## src/rtl/pmi_pkg.sv

```systemverilog
// Package: shared mode encodings and the status bit position for the
// masked pattern match interrupt block. Assumes a 2-bit mode field.
package pmi_pkg;
    typedef enum logic [1:0] {
        PMI_OFF   = 2'd0,
        PMI_MATCH = 2'd1,
        PMI_EVENT = 2'd2
    } pmi_mode_e;

    localparam int unsigned PMI_IRQ_BIT = 1;
endpackage

```

## src/rtl/pmi_sync.sv

```systemverilog
// Module: multi-stage flop synchronizer for a data word.
// Assumes the downstream logic tolerates bit skew between lanes.
module pmi_sync #(
    parameter int unsigned W      = 32,
    parameter int unsigned STAGES = 2
) (
    input  logic         clk,
    input  logic         rst_n,
    input  logic [W-1:0] d_i,
    output logic [W-1:0] q_o
);
    logic [W-1:0] stage_q [STAGES];

    // First stage samples the raw input.
    always_ff @(posedge clk) begin
        if (!rst_n) stage_q[0] <= '0;
        else        stage_q[0] <= d_i;
    end

    generate
        for (genvar s = 1; s < STAGES; s++) begin : g_stage
            // Each later stage resamples the previous one.
            always_ff @(posedge clk) begin
                if (!rst_n) stage_q[s] <= '0;
                else        stage_q[s] <= stage_q[s-1];
            end
        end
    endgenerate

    assign q_o = stage_q[STAGES-1];
endmodule

```

## src/rtl/pmi_detect.sv

```systemverilog
// Module: detects a masked match transition or a masked change on the
// synchronized word. Mask bit 1 means ignore. Assumes the mode, mask and
// compare values come from registers.
module pmi_detect
    import pmi_pkg::*;
#(
    parameter int unsigned W = 32
) (
    input  logic         clk,
    input  logic         rst_n,
    input  logic [W-1:0] word_i,
    input  logic [1:0]   mode_i,
    input  logic [W-1:0] mask_i,
    input  logic [W-1:0] comp_i,
    output logic         fire_o
);
    logic [W-1:0] prev_q;
    logic         match_q;
    logic         match_now;
    logic         changed;

    // Combinational match and change terms over the unmasked lanes.
    always_comb begin
        match_now = &((word_i ~^ comp_i) | mask_i);
        changed   = |((word_i ^ prev_q) & ~mask_i);
    end

    // Remember the previous sample and the previous match state.
    always_ff @(posedge clk) begin
        if (!rst_n) begin
            prev_q  <= '0;
            match_q <= 1'b0;
        end else begin
            prev_q  <= word_i;
            match_q <= match_now;
        end
    end

    // Select the firing condition from the mode.
    always_comb begin
        case (mode_i)
            PMI_MATCH: fire_o = match_now & ~match_q;
            PMI_EVENT: fire_o = changed;
            default:   fire_o = 1'b0;
        endcase
    end
endmodule

```

## src/rtl/pmi_capture.sv

```systemverilog
// Module: capture register and sticky interrupt flag. A set wins over a
// clear in the same cycle. Assumes fire_i is a single-cycle strobe.
module pmi_capture #(
    parameter int unsigned W = 32
) (
    input  logic         clk,
    input  logic         rst_n,
    input  logic         fire_i,
    input  logic [W-1:0] word_i,
    input  logic         clr_i,
    output logic [W-1:0] capt_o,
    output logic         flag_o
);
    // Latch the input word on each interrupt.
    always_ff @(posedge clk) begin
        if (!rst_n)      capt_o <= '0;
        else if (fire_i) capt_o <= word_i;
    end

    // Sticky flag: set on fire, cleared by request.
    always_ff @(posedge clk) begin
        if (!rst_n)      flag_o <= 1'b0;
        else if (fire_i) flag_o <= 1'b1;
        else if (clr_i)  flag_o <= 1'b0;
    end
endmodule

```

## src/rtl/pattern_match_irq.sv

```systemverilog
// Module: top of the masked pattern match interrupt. Holds the mode, mask
// and compare registers and wires synchronizer, detector and capture.
// Assumes IRQ_BIT < STAT_W and IRQ_BIT < W.
module pattern_match_irq
    import pmi_pkg::*;
#(
    parameter int unsigned W           = 32,
    parameter int unsigned STAT_W      = 8,
    parameter int unsigned SYNC_STAGES = 2
) (
    input  logic              clk,
    input  logic              rst_n,
    input  logic [W-1:0]      pin_in,
    input  logic [W-1:0]      wdata,
    input  logic              mode_we,
    input  logic              mask_we,
    input  logic              comp_we,
    input  logic              clr_we,
    output logic              irq_o,
    output logic [STAT_W-1:0] stat_o,
    output logic [W-1:0]      capt_o
);
    localparam int unsigned IRQ_BIT = PMI_IRQ_BIT;

    logic [1:0]   mode_q;
    logic [W-1:0] mask_q;
    logic [W-1:0] comp_q;
    logic [W-1:0] sync_word;
    logic         fire;
    logic         clr_req;
    logic         flag;

    // Configuration registers written through their strobes.
    always_ff @(posedge clk) begin
        if (!rst_n) begin
            mode_q <= PMI_OFF;
            mask_q <= '0;
            comp_q <= '0;
        end else begin
            if (mode_we) mode_q <= wdata[1:0];
            if (mask_we) mask_q <= wdata;
            if (comp_we) comp_q <= wdata;
        end
    end

    assign clr_req = clr_we & wdata[IRQ_BIT];

    pmi_sync #(.W(W), .STAGES(SYNC_STAGES)) i_sync (
        .clk   (clk),
        .rst_n (rst_n),
        .d_i   (pin_in),
        .q_o   (sync_word)
    );

    pmi_detect #(.W(W)) i_detect (
        .clk    (clk),
        .rst_n  (rst_n),
        .word_i (sync_word),
        .mode_i (mode_q),
        .mask_i (mask_q),
        .comp_i (comp_q),
        .fire_o (fire)
    );

    pmi_capture #(.W(W)) i_capture (
        .clk    (clk),
        .rst_n  (rst_n),
        .fire_i (fire),
        .word_i (sync_word),
        .clr_i  (clr_req),
        .capt_o (capt_o),
        .flag_o (flag)
    );

    assign irq_o = flag;

    generate
        for (genvar b = 0; b < STAT_W; b++) begin : g_stat
            if (b == IRQ_BIT) begin : g_flag
                assign stat_o[b] = flag;
            end else begin : g_zero
                assign stat_o[b] = 1'b0;
            end
        end
    endgenerate
endmodule

```

## config.mk

```make
export PLATFORM = sky130hd
export DESIGN_NAME = pattern_match_irq
export DESIGN_NICKNAME = d
export VERILOG_FILES = /design/src/rtl/pmi_pkg.sv /design/src/rtl/pmi_sync.sv /design/src/rtl/pmi_detect.sv /design/src/rtl/pmi_capture.sv /design/src/rtl/pattern_match_irq.sv
export SDC_FILE = /design/constraint.sdc
export NUM_CORES = 1
export LEC_CHECK = 0
export BUFFER_PORTS_ARGS = -buffer_cell sky130_fd_sc_hd__buf_2
export CORE_MARGIN = 3
export CORE_UTILIZATION = 41
export DETAILED_ROUTE_END_ITERATION = 16
export PLACE_DENSITY_LB_ADDON = 0.25
export SLEW_MARGIN = 20
export SYNTH_ARGS = -nofsm -noshare
export SYNTH_HDL_FRONTEND = slang
export SYNTH_SLANG_ARGS = --single-unit
export TNS_END_PERCENT = 1
```

## constraint.sdc

```tcl
create_clock -name clk -period 1.58 [get_ports clk]
set_input_delay 0.237 -clock clk [delete_from_list [all_inputs] [get_ports clk]]
set_output_delay 0.237 -clock clk [all_outputs]
set_load 0.03 [all_outputs]
```

# --- Word-level counts from Yosys, hierarchy flattened ---
# Memory sizes are Yosys's and may differ from the RTL's.
# Cells that the tools add are included.
# Widths: inputs -> output; s select.
word_totals:
  mem_count: 1
  elab_cells: 30
  ram_bits: 64
  input_bits: 70
  reg_bits: 132
op_classes:
  mux: 7
  n_eq_ne: 2
  n_bitwise: 10
  n_reduce_logical: 3
mem_list:
  columns: ["name", "words", "width", "read_ports", "rd_clocked_by_memory_dff", "wr", "line_no", "text"]
  rows:
  - ["i_sync.stage_q", 2, 32, 2, 0, 2, "pmi_sync.sv:12", "logic [W-1:0] stage_q [STAGES];"]
ops:
  columns: ["cell", "count"]
  rows:
  - ["$mux 32", 2]
  - ["$and 32x32->32", 1]
  - ["$not 32->32", 1]
  - ["$or 32x32->32", 1]
  - ["$reduce_and 32->1", 1]
  - ["$reduce_or 32->1", 1]
  - ["$xnor 32x32->32", 1]
  - ["$xor 32x32->32", 1]
  - ["$mux 1", 4]
  - ["$and 1x1->1", 2]
  - ["$eq 2x1->1 const B", 1]
  - ["$eq 2x2->1 const B", 1]
  - ["$or 1x1->1", 2]
  - ["$pmux 1 s2", 1]
  - ["$reduce_bool 2->1", 1]
  - ["$not 1->1", 1]

# --- Depth between registers and ports, before layout ---
# Gate-level depths: netlist (run 1).
# An unclocked memory read counts as a cell.
logic_depth:
  ltp_word: 7
  depth_mapped: 7
  depth_no_buf: 6

# --- Modules after synthesis ---
# From an unflattened synthesis (run 1), not the netlist that was laid out.
hier_totals:
  hier_cells: 646
  area_unflattened_um2: 7518.5
modules_own_cells:
  columns: ["module", "seq_area_each_um2", "cells_per_inst", "n_inst", "area_per_inst_um2"]
  rows:
  - ["pattern_match_irq", 1321.3, 223, 1, 2656.3]
  - ["pmi_detect", 660.6, 183, 1, 1793.0]
  - ["pmi_sync", 1281.2, 134, 1, 1791.7]
  - ["pmi_capture", 660.6, 106, 1, 1277.5]

# --- Least setup slack after synthesis (run 1) ---
# Ideal clock, no wire load.
synth_path:
  kind: "flip-flop to flip-flop"
  startpoint: "mem i_sync.stage_q[1][1]"
  endpoint: "reg i_capture.capt_o[10]"
  path_stages_with_launch: 8
  setup_time_ps: 72
  path_buffers: 1
  t_required_ps: 1508
  setup_slack_ps: -131
  arrival_ps: 1639
  cell_sequence: "dfxtp_1 -> xnor2_1 -> o22ai_1 -> nor4_2 -> nand4_1 -> a2bb2oi_4 -> buf_8 -> mux2i_1"
synth_lines:
  columns: ["element", "line_no", "text"]
  rows:
  - ["start, declared", "pmi_sync.sv:12", null]
  - ["end signal, assigned", "pmi_capture.sv:17", "else if (fire_i) capt_o <= word_i;"]
  - ["end, declared", "pmi_capture.sv:11", "output logic [W-1:0] capt_o,"]

==> reports/summary.txt, run 1 <==
worst hold slack: 17.3 ps
Pwr Total: 0.0104 W
unrepaired setup endpoints after global routing: true
Peak Freq: 501 MHz
worst-path maximum fanout: 9
Skew-Pair Late Insertion Delay: 430 ps
worst IR drop on VDD: 0.820 mV
GRT overflow: 0
crit path from: i_sync.stage_q[1][1]
failing checks: negative setup slack
cell-internal power: 0.00775 W
Net Sw Frac: 25.1%
deepest clock path buffer count: 2
initial antenna violation count: 0
Reg2Reg Setup Slack: -420 ps
Fillers: 1484
Sequential Power Share: 51.2%
CTS tree: yes
worst path required time: 1930 ps
CTS root buffer: clkbuf_16
largest net degree at the start of global routing: 69
Layout Utilization: 53.9%
Routed Antenna Nets: 0
R2R cell count: 9
first-pass GRT wire length: 24600 um
DP Worst Slack: -453 ps
die area: 0.0188 sq mm
Hold Crit Class: input pin to register
Critical Path Sink: i_capture.capt_o[12]
Initial Utilization: 42.3%
CORE AREA: 0.0167 sq mm
P&R area growth vs syn: 27.4%
Clock H-tree levels: 4
final setup fails: 33
Sequential Area: 0.00396 sq mm
setup ws final: -415 ps
vias in the first global route: 4747
Rows: 47
Seq/Total Area, Yosys: 55.6%
Max Cap Violations: 0
Num CTS Buffers: 17
die height: 137 um
Initial DRT Pass Iterations: 5
CTS clk-pin slew, worst paths: 70 ps
Fin Clk Skew: 12.6 ps
Iteration-0 DRC Markers: 244
Syn Inst Count: 680
Avg Synthesized Cell Area: 10.4 sq um
Cell Area, Synth: 0.00706 sq mm
all-layer global routing usage: 17.2%
Leak: 4.22 nW
Startpoint Class: register
placer congestion estimate: 0.830
Yosys warning count: 0
status: finished, violations left
WL final: 16100 um
Sinks on Clock Net: 196
PwrDens: 1150 mW/mm^2
share of layout cells above drive strength 1: 25.3%
Net Switching: 0.00260 W
PortBufs: 103
Slew Limit Fails: 0
RR Startpoint: i_sync.stage_q[1][1]
footprint of the multi-input gates: 0.00298 sq mm
crit path capture type: register
DR WL/cell: 15.4 um
Final #Nets: 890
n_diodes: 0
Clk pwr share: 39.4%
vias per cell: 4.63
critical setup path kind: register to register
I/O Pins: 111
drc violations: 0
flip-flop and latch count after synthesis: 196
vias post-DR: 4858
CP arrival: 2350 ps
Netlist cell types: 21
r2r endpoint: i_capture.capt_o[12]
Die Width: 137 um
crit share post-route: 126%
Logic pwr share: 9.5%
min cycle time layout: 2000 ps
post-DP HPWL: 11200 um
final hold vios: 0
-- repair_timing --
action | CTS | global route
hold endpoints to repair | 25 | 0
hold buffers | 25 | 0
pin swaps | 1 | 12
buffers inserted | 0 | 1
endpoints found under the setup margin | 33 | 34
gates resized for setup | 6 | 23
cloned | 0 | 2
-- metal layers --
metal / wire length [um] / track usage [%] / share of wire (%)
met1: 7420 / 23.0 / 46
met2: 7540 / 27.1 / 47
met3: 802 / 4.57 / 5.0
met4: 349 / 5.76 / 2.2
met5: 0 / 0 / 0
-- cells by family after synthesis --
kind of cell             Yosys count  synth area share (%)
buffers and inverters             75                  4.89
AND/OR/NAND/NOR                  210                  14.0
XOR/XNOR                          64                  7.94
multiplexers                      98                  13.9
adder cells (fa/ha/maj)            2                 0.354
AO/OA/AOI/OAI                     34                  3.28
other                              1                0.0531
flip-flops                       196                  55.6
-- state kept, by name (all words and copies together), names as in the netlist --
register	flops
i_capture.flag_o	1
mask_q	32
mode_q	2
i_capture.capt_o	32
i_sync.stage_q	64
i_detect.match_q	1
comp_q	32
i_detect.prev_q	32
-- final cells by class --
type | instances | area share [%]
clock buffer | 18 | 4.88
clock inverter | 12 | 1.31
inverter | 35 | 1.46
multi-input combinational | 415 | 33.2
sequential | 196 | 44.0
tap | 220 | 3.06
timing repair buffer | 153 | 12.2
-- metrics by stage --
step	TNS (ps)	cells	area, sq um
floorplan	-2310	686	7110
global placement	-15390	991	7940
detailed placement	-14420	991	7940
CTS	-12360	1046	8790
global route	-15720	1049	9000
finish	-12910	1049	9000
-- placed cells by master (no fill, tap or decap), drive strengths merged --
cell	Yosys	routed
clkbuf	22	20
buf	18	126
and2b	1	1
mux2i	98	98
xnor2	64	64
nand2	67	67
dlygate4sd3	0	25
clkinv	0	4
conb	1	7
and2	64	64
dfxtp	196	196
nor2	68	68
inv	35	41
o22ai	32	32
a2bb2oi	1	1
nor4	8	8
nand4	2	2
clkinvlp	0	2
a21oi	1	1
ha	2	2
-- how the worst min path moves through the flow --
stage,startpoint,endpoint,slack (ps),cells after the start
floorplan,pin_in[0],i_sync.stage_q[0][0],360,1
global placement,i_sync.stage_q[0][20],i_sync.stage_q[1][20],420,1
detailed placement,i_sync.stage_q[0][18],i_sync.stage_q[1][18],420,1
CTS,pin_in[15],i_sync.stage_q[0][15],3,2
global route,pin_in[15],i_sync.stage_q[0][15],6,2
finish,pin_in[30],i_sync.stage_q[0][30],20,2
-- worst max-delay path: stages, from the launching register on --
cell and delay, ps:
dfxtp_2 340, buf_4 140, xnor2_2 210, o22ai_1 150, nor4_2 180, nand4_1 190
a2bb2oi_4 200, buf_12 150, buf_12 150, mux2i_1 200
-- power groups by stage --
stage	Clock, W	Combinational (W)	Sequential, W
5_1_grt	0.00437	0.00107	0.00532
3_5_place_dp	0	0.000874	0.00540
4_1_cts	0.00417	0.000941	0.00529
6_report	0.00408	0.000980	0.00530
3_3_place_gp	0	0.000860	0.00539
2_1_floorplan	0	0.000573	0.00537
-- synth_stat cells --
cell type,instances,area share [%]
nor4_2,2,0.35
and2_1,64,5.7
a2bb2oi_4,1,0.37
nor4_1,6,0.53
buf_1,7,0.37
buf_8,3,0.64
dfxtp_1,196,56
nor2_1,68,3.6
nand2_1,67,3.6
nand4_1,2,0.18
conb_1,1,0.053
buf_4,8,0.85
inv_2,1,0.053
ha_1,2,0.35
clkbuf_1,22,1.2
mux2i_1,98,14
o22ai_1,32,2.8
and2b_2,1,0.12
a21oi_1,1,0.071
inv_1,34,1.8
xnor2_1,64,7.9
Note: power is estimated with default switching activity, not from simulation.
==> inputs of run 2 (changes only) <==
--- a/config.mk
+++ b/config.mk
@@ -6,6 +6,7 @@
 export NUM_CORES = 1
 export LEC_CHECK = 0
+export ABC_AREA = 1
 export BUFFER_PORTS_ARGS = -buffer_cell sky130_fd_sc_hd__buf_2
-export CORE_MARGIN = 3
+export CORE_MARGIN = 2
 export CORE_UTILIZATION = 41
 export DETAILED_ROUTE_END_ITERATION = 16
==> constraint.sdc (replaced) <==
create_clock -name clk -period 1.58 [get_ports clk]
set_input_delay 0.237 -clock clk [delete_from_list [all_inputs] [get_ports clk]]
set_output_delay 0.237 -clock clk [all_outputs]
set_load 0.02 [all_outputs]
==> reports/summary.txt, run 2 <==
die area: 0.0206 sq mm
Syn Inst Count: 1106
flip-flop and latch count after synthesis: 196
leading cell type in the layout, fill and taps excluded: nand2_1
placer congestion estimate: 0.779
initial antenna violation count: 2
Netlist cell types: 24
max reg flops: 64
P&R area growth vs syn: 36.4%
post-route insts no fill: 1603
Post-Synth Simple-Gate Area: 24.7%
CORE AREA: 0.0193 sq mm
worst path required time: 1910 ps
Fin Clk Skew: 8.28 ps
Leak: 5.59 nW
count leader, synth: nand2_1
Startpoint Class: register
placed cells: 1527
top cells by count, synth: 292 x nand2_1, 205 x inv_1, 196 x dfxtp_1
largest cells by area after synthesis: dfxtp_1 49%, nand2_1 14%, inv_1 9.6%
Slew Limit Fails: 0
Iteration-0 DRC Markers: 388
deepest clock path buffer count: 2
final setup fails: 33
share of layout cells above drive strength 1: 29.9%
Synth Area in Adders: 0.314%
most flop-heavy register: i_sync.stage_q
failing checks: negative setup slack
Main synth FF type: dfxtp_1
WL final: 18700 um
largest area contributor in the netlist: dfxtp_1
CTS tree: yes
vias in the first global route: 6187
Synth top area share: 49.2%
critical setup path kind: register to register
CTS clk-pin slew, worst paths: 70 ps
DR WL/cell: 11.6 um
Final #Nets: 1395
CTS root buffer: clkbuf_16
setup ws final: -226 ps
status: finished, violations left
Synth Area in XOR/XNOR: 0%
Num CTS Buffers: 17
crit share post-route: 114%
Layout Utilization: 56.5%
Max Cap Violations: 0
die height: 143 um
unrepaired setup endpoints after global routing: true
Hold Crit Class: input pin to register
Initial DRT Pass Iterations: 5
placed inst area: 0.00939 sq mm
Initial Utilization: 41.4%
all-layer global routing usage: 18.4%
worst IR drop on VDD: 0.774 mV
Yosys warning count: 0
largest net degree at the start of global routing: 63
Seq/Total Area, Yosys: 49.2%
Die Width: 143 um
largest family of logic cells by synthesized area: simple AND/OR/NAND/NOR gates
Routed Antenna Nets: 0
PwrDens: 1080 mW/mm^2
GRT overflow: 0
Sinks on Clock Net: 196
Cell Area, Synth: 0.00798 sq mm
Avg Synthesized Cell Area: 7.21 sq um
commonest non-fill, non-tap cells in the layout: 279 x nand2_1, 192 x inv_1, 167 x dfxtp_1
async set-reset flop share out of synthesis: 0%
Sequential Area: 0.00397 sq mm
footprint of the multi-input gates: 0.00317 sq mm
compound-gate portion of the synthesized area: 11.3%
first-pass GRT wire length: 29700 um
worst-path maximum fanout: 15
PortBufs: 103
vias post-DR: 6984
final hold vios: 0
Rows: 51
Peak Freq: 554 MHz
drc violations: 0
crit path capture type: register
Skew-Pair Late Insertion Delay: 430 ps
Fillers: 1810
post-DP HPWL: 12700 um
mux cell area share after synthesis: 0%
CP arrival: 2130 ps
Post-synth EDFFs: 0
I/O Pins: 111
vias per cell: 4.36
min cycle time layout: 1810 ps
Clock H-tree levels: 4
post-route cell area: 0.0109 sq mm
run 2: cells by family (layout without fill, tap and decap cells):
family / count (synthesis) / after routing
AND/OR/NAND/NOR: 466 / 466
buffers and inverters: 276 / 500
flip-flops: 196 / 196
AO/OA/AOI/OAI: 165 / 165
adder cells (fa/ha/maj): 2 / 2
other: 1 / 9
run 2: repair_timing:
| item | CTS | global route |
|---|---|---|
| endpoints found under the hold margin | 28 | 0 |
| buffers inserted | 5 | 4 |
| hold buffers | 28 | 0 |
| gates cloned | 4 | 1 |
| gates resized for setup | 37 | 80 |
| pin swaps | 16 | 28 |
| setup endpoints to repair | 33 | 33 |
run 2: report_power, final:
| group | switching (W) | internal (W) | leakage, nW |
|---|---|---|---|
| combinational | 0.000903 | 0.000737 | 3.65 |
| sequential | 0.000134 | 0.00520 | 1.63 |
| clock | 0.00188 | 0.00285 | 0.313 |
| total | 0.00292 | 0.00879 | 5.59 |
run 2: through the flow:
stage,TNS [ps],setup WS (ps),hold slack (ps),power (W)
finish,-6730,-226,8.41,0.0117
global route,-10500,-340,4.82,0.0122
CTS,-7830,-255,2.86,0.0117
detailed placement,-6140,-217,398,0.00684
global placement,-5900,-205,392,0.00682
floorplan,0,26.5,327,0.00630
run 2: cell type report:
| type | instances | area share [%] |
|---|---|---|
| inverters | 221 | 7.64 |
| repair buffers | 247 | 17.8 |
| multi-input cells | 640 | 29.1 |
| diodes | 2 | 0.0460 |
| clock inverters | 13 | 1.90 |
| flip-flops and latches | 196 | 36.4 |
| clock buffers | 19 | 4.07 |
| well taps | 265 | 3.05 |
run 2: layer usage:
layer,global-route usage (%),wire [um],vias up,part of all wire (%)
li1,-,-,3760,-
met1,24.8,9090,3078,49
met2,29.3,8460,127,45
met3,4.67,845,19,4.5
met4,5.21,267,0,1.4
met5,0,0,-,0
run 2: path summary, 6_finish.rpt:
path                                 to  slack [ps]  cells after the start             startpoint
setup reg to reg   i_capture.capt_o[12]        -230                     13  i_sync.stage_q[1][14]
setup / recovery   i_capture.capt_o[12]        -230                     13  i_sync.stage_q[1][14]
hold / removal    i_sync.stage_q[0][30]           8                      3             pin_in[30]
hold reg to reg   i_sync.stage_q[1][14]         410                      2  i_sync.stage_q[0][14]
run 2: critical path, cell delays in order, from the launching register on:
cell and delay [ps]:
dfxtp_4 360, or2_1 220, nand2_2 90, nand2_2 60
nor2_2 90, nand2_1 50, nor2_1 80, nand2_1 80
nand2_2 110, nand2_8 90, buf_12 130, buf_16 150
a21oi_2 120, nor2_1 60
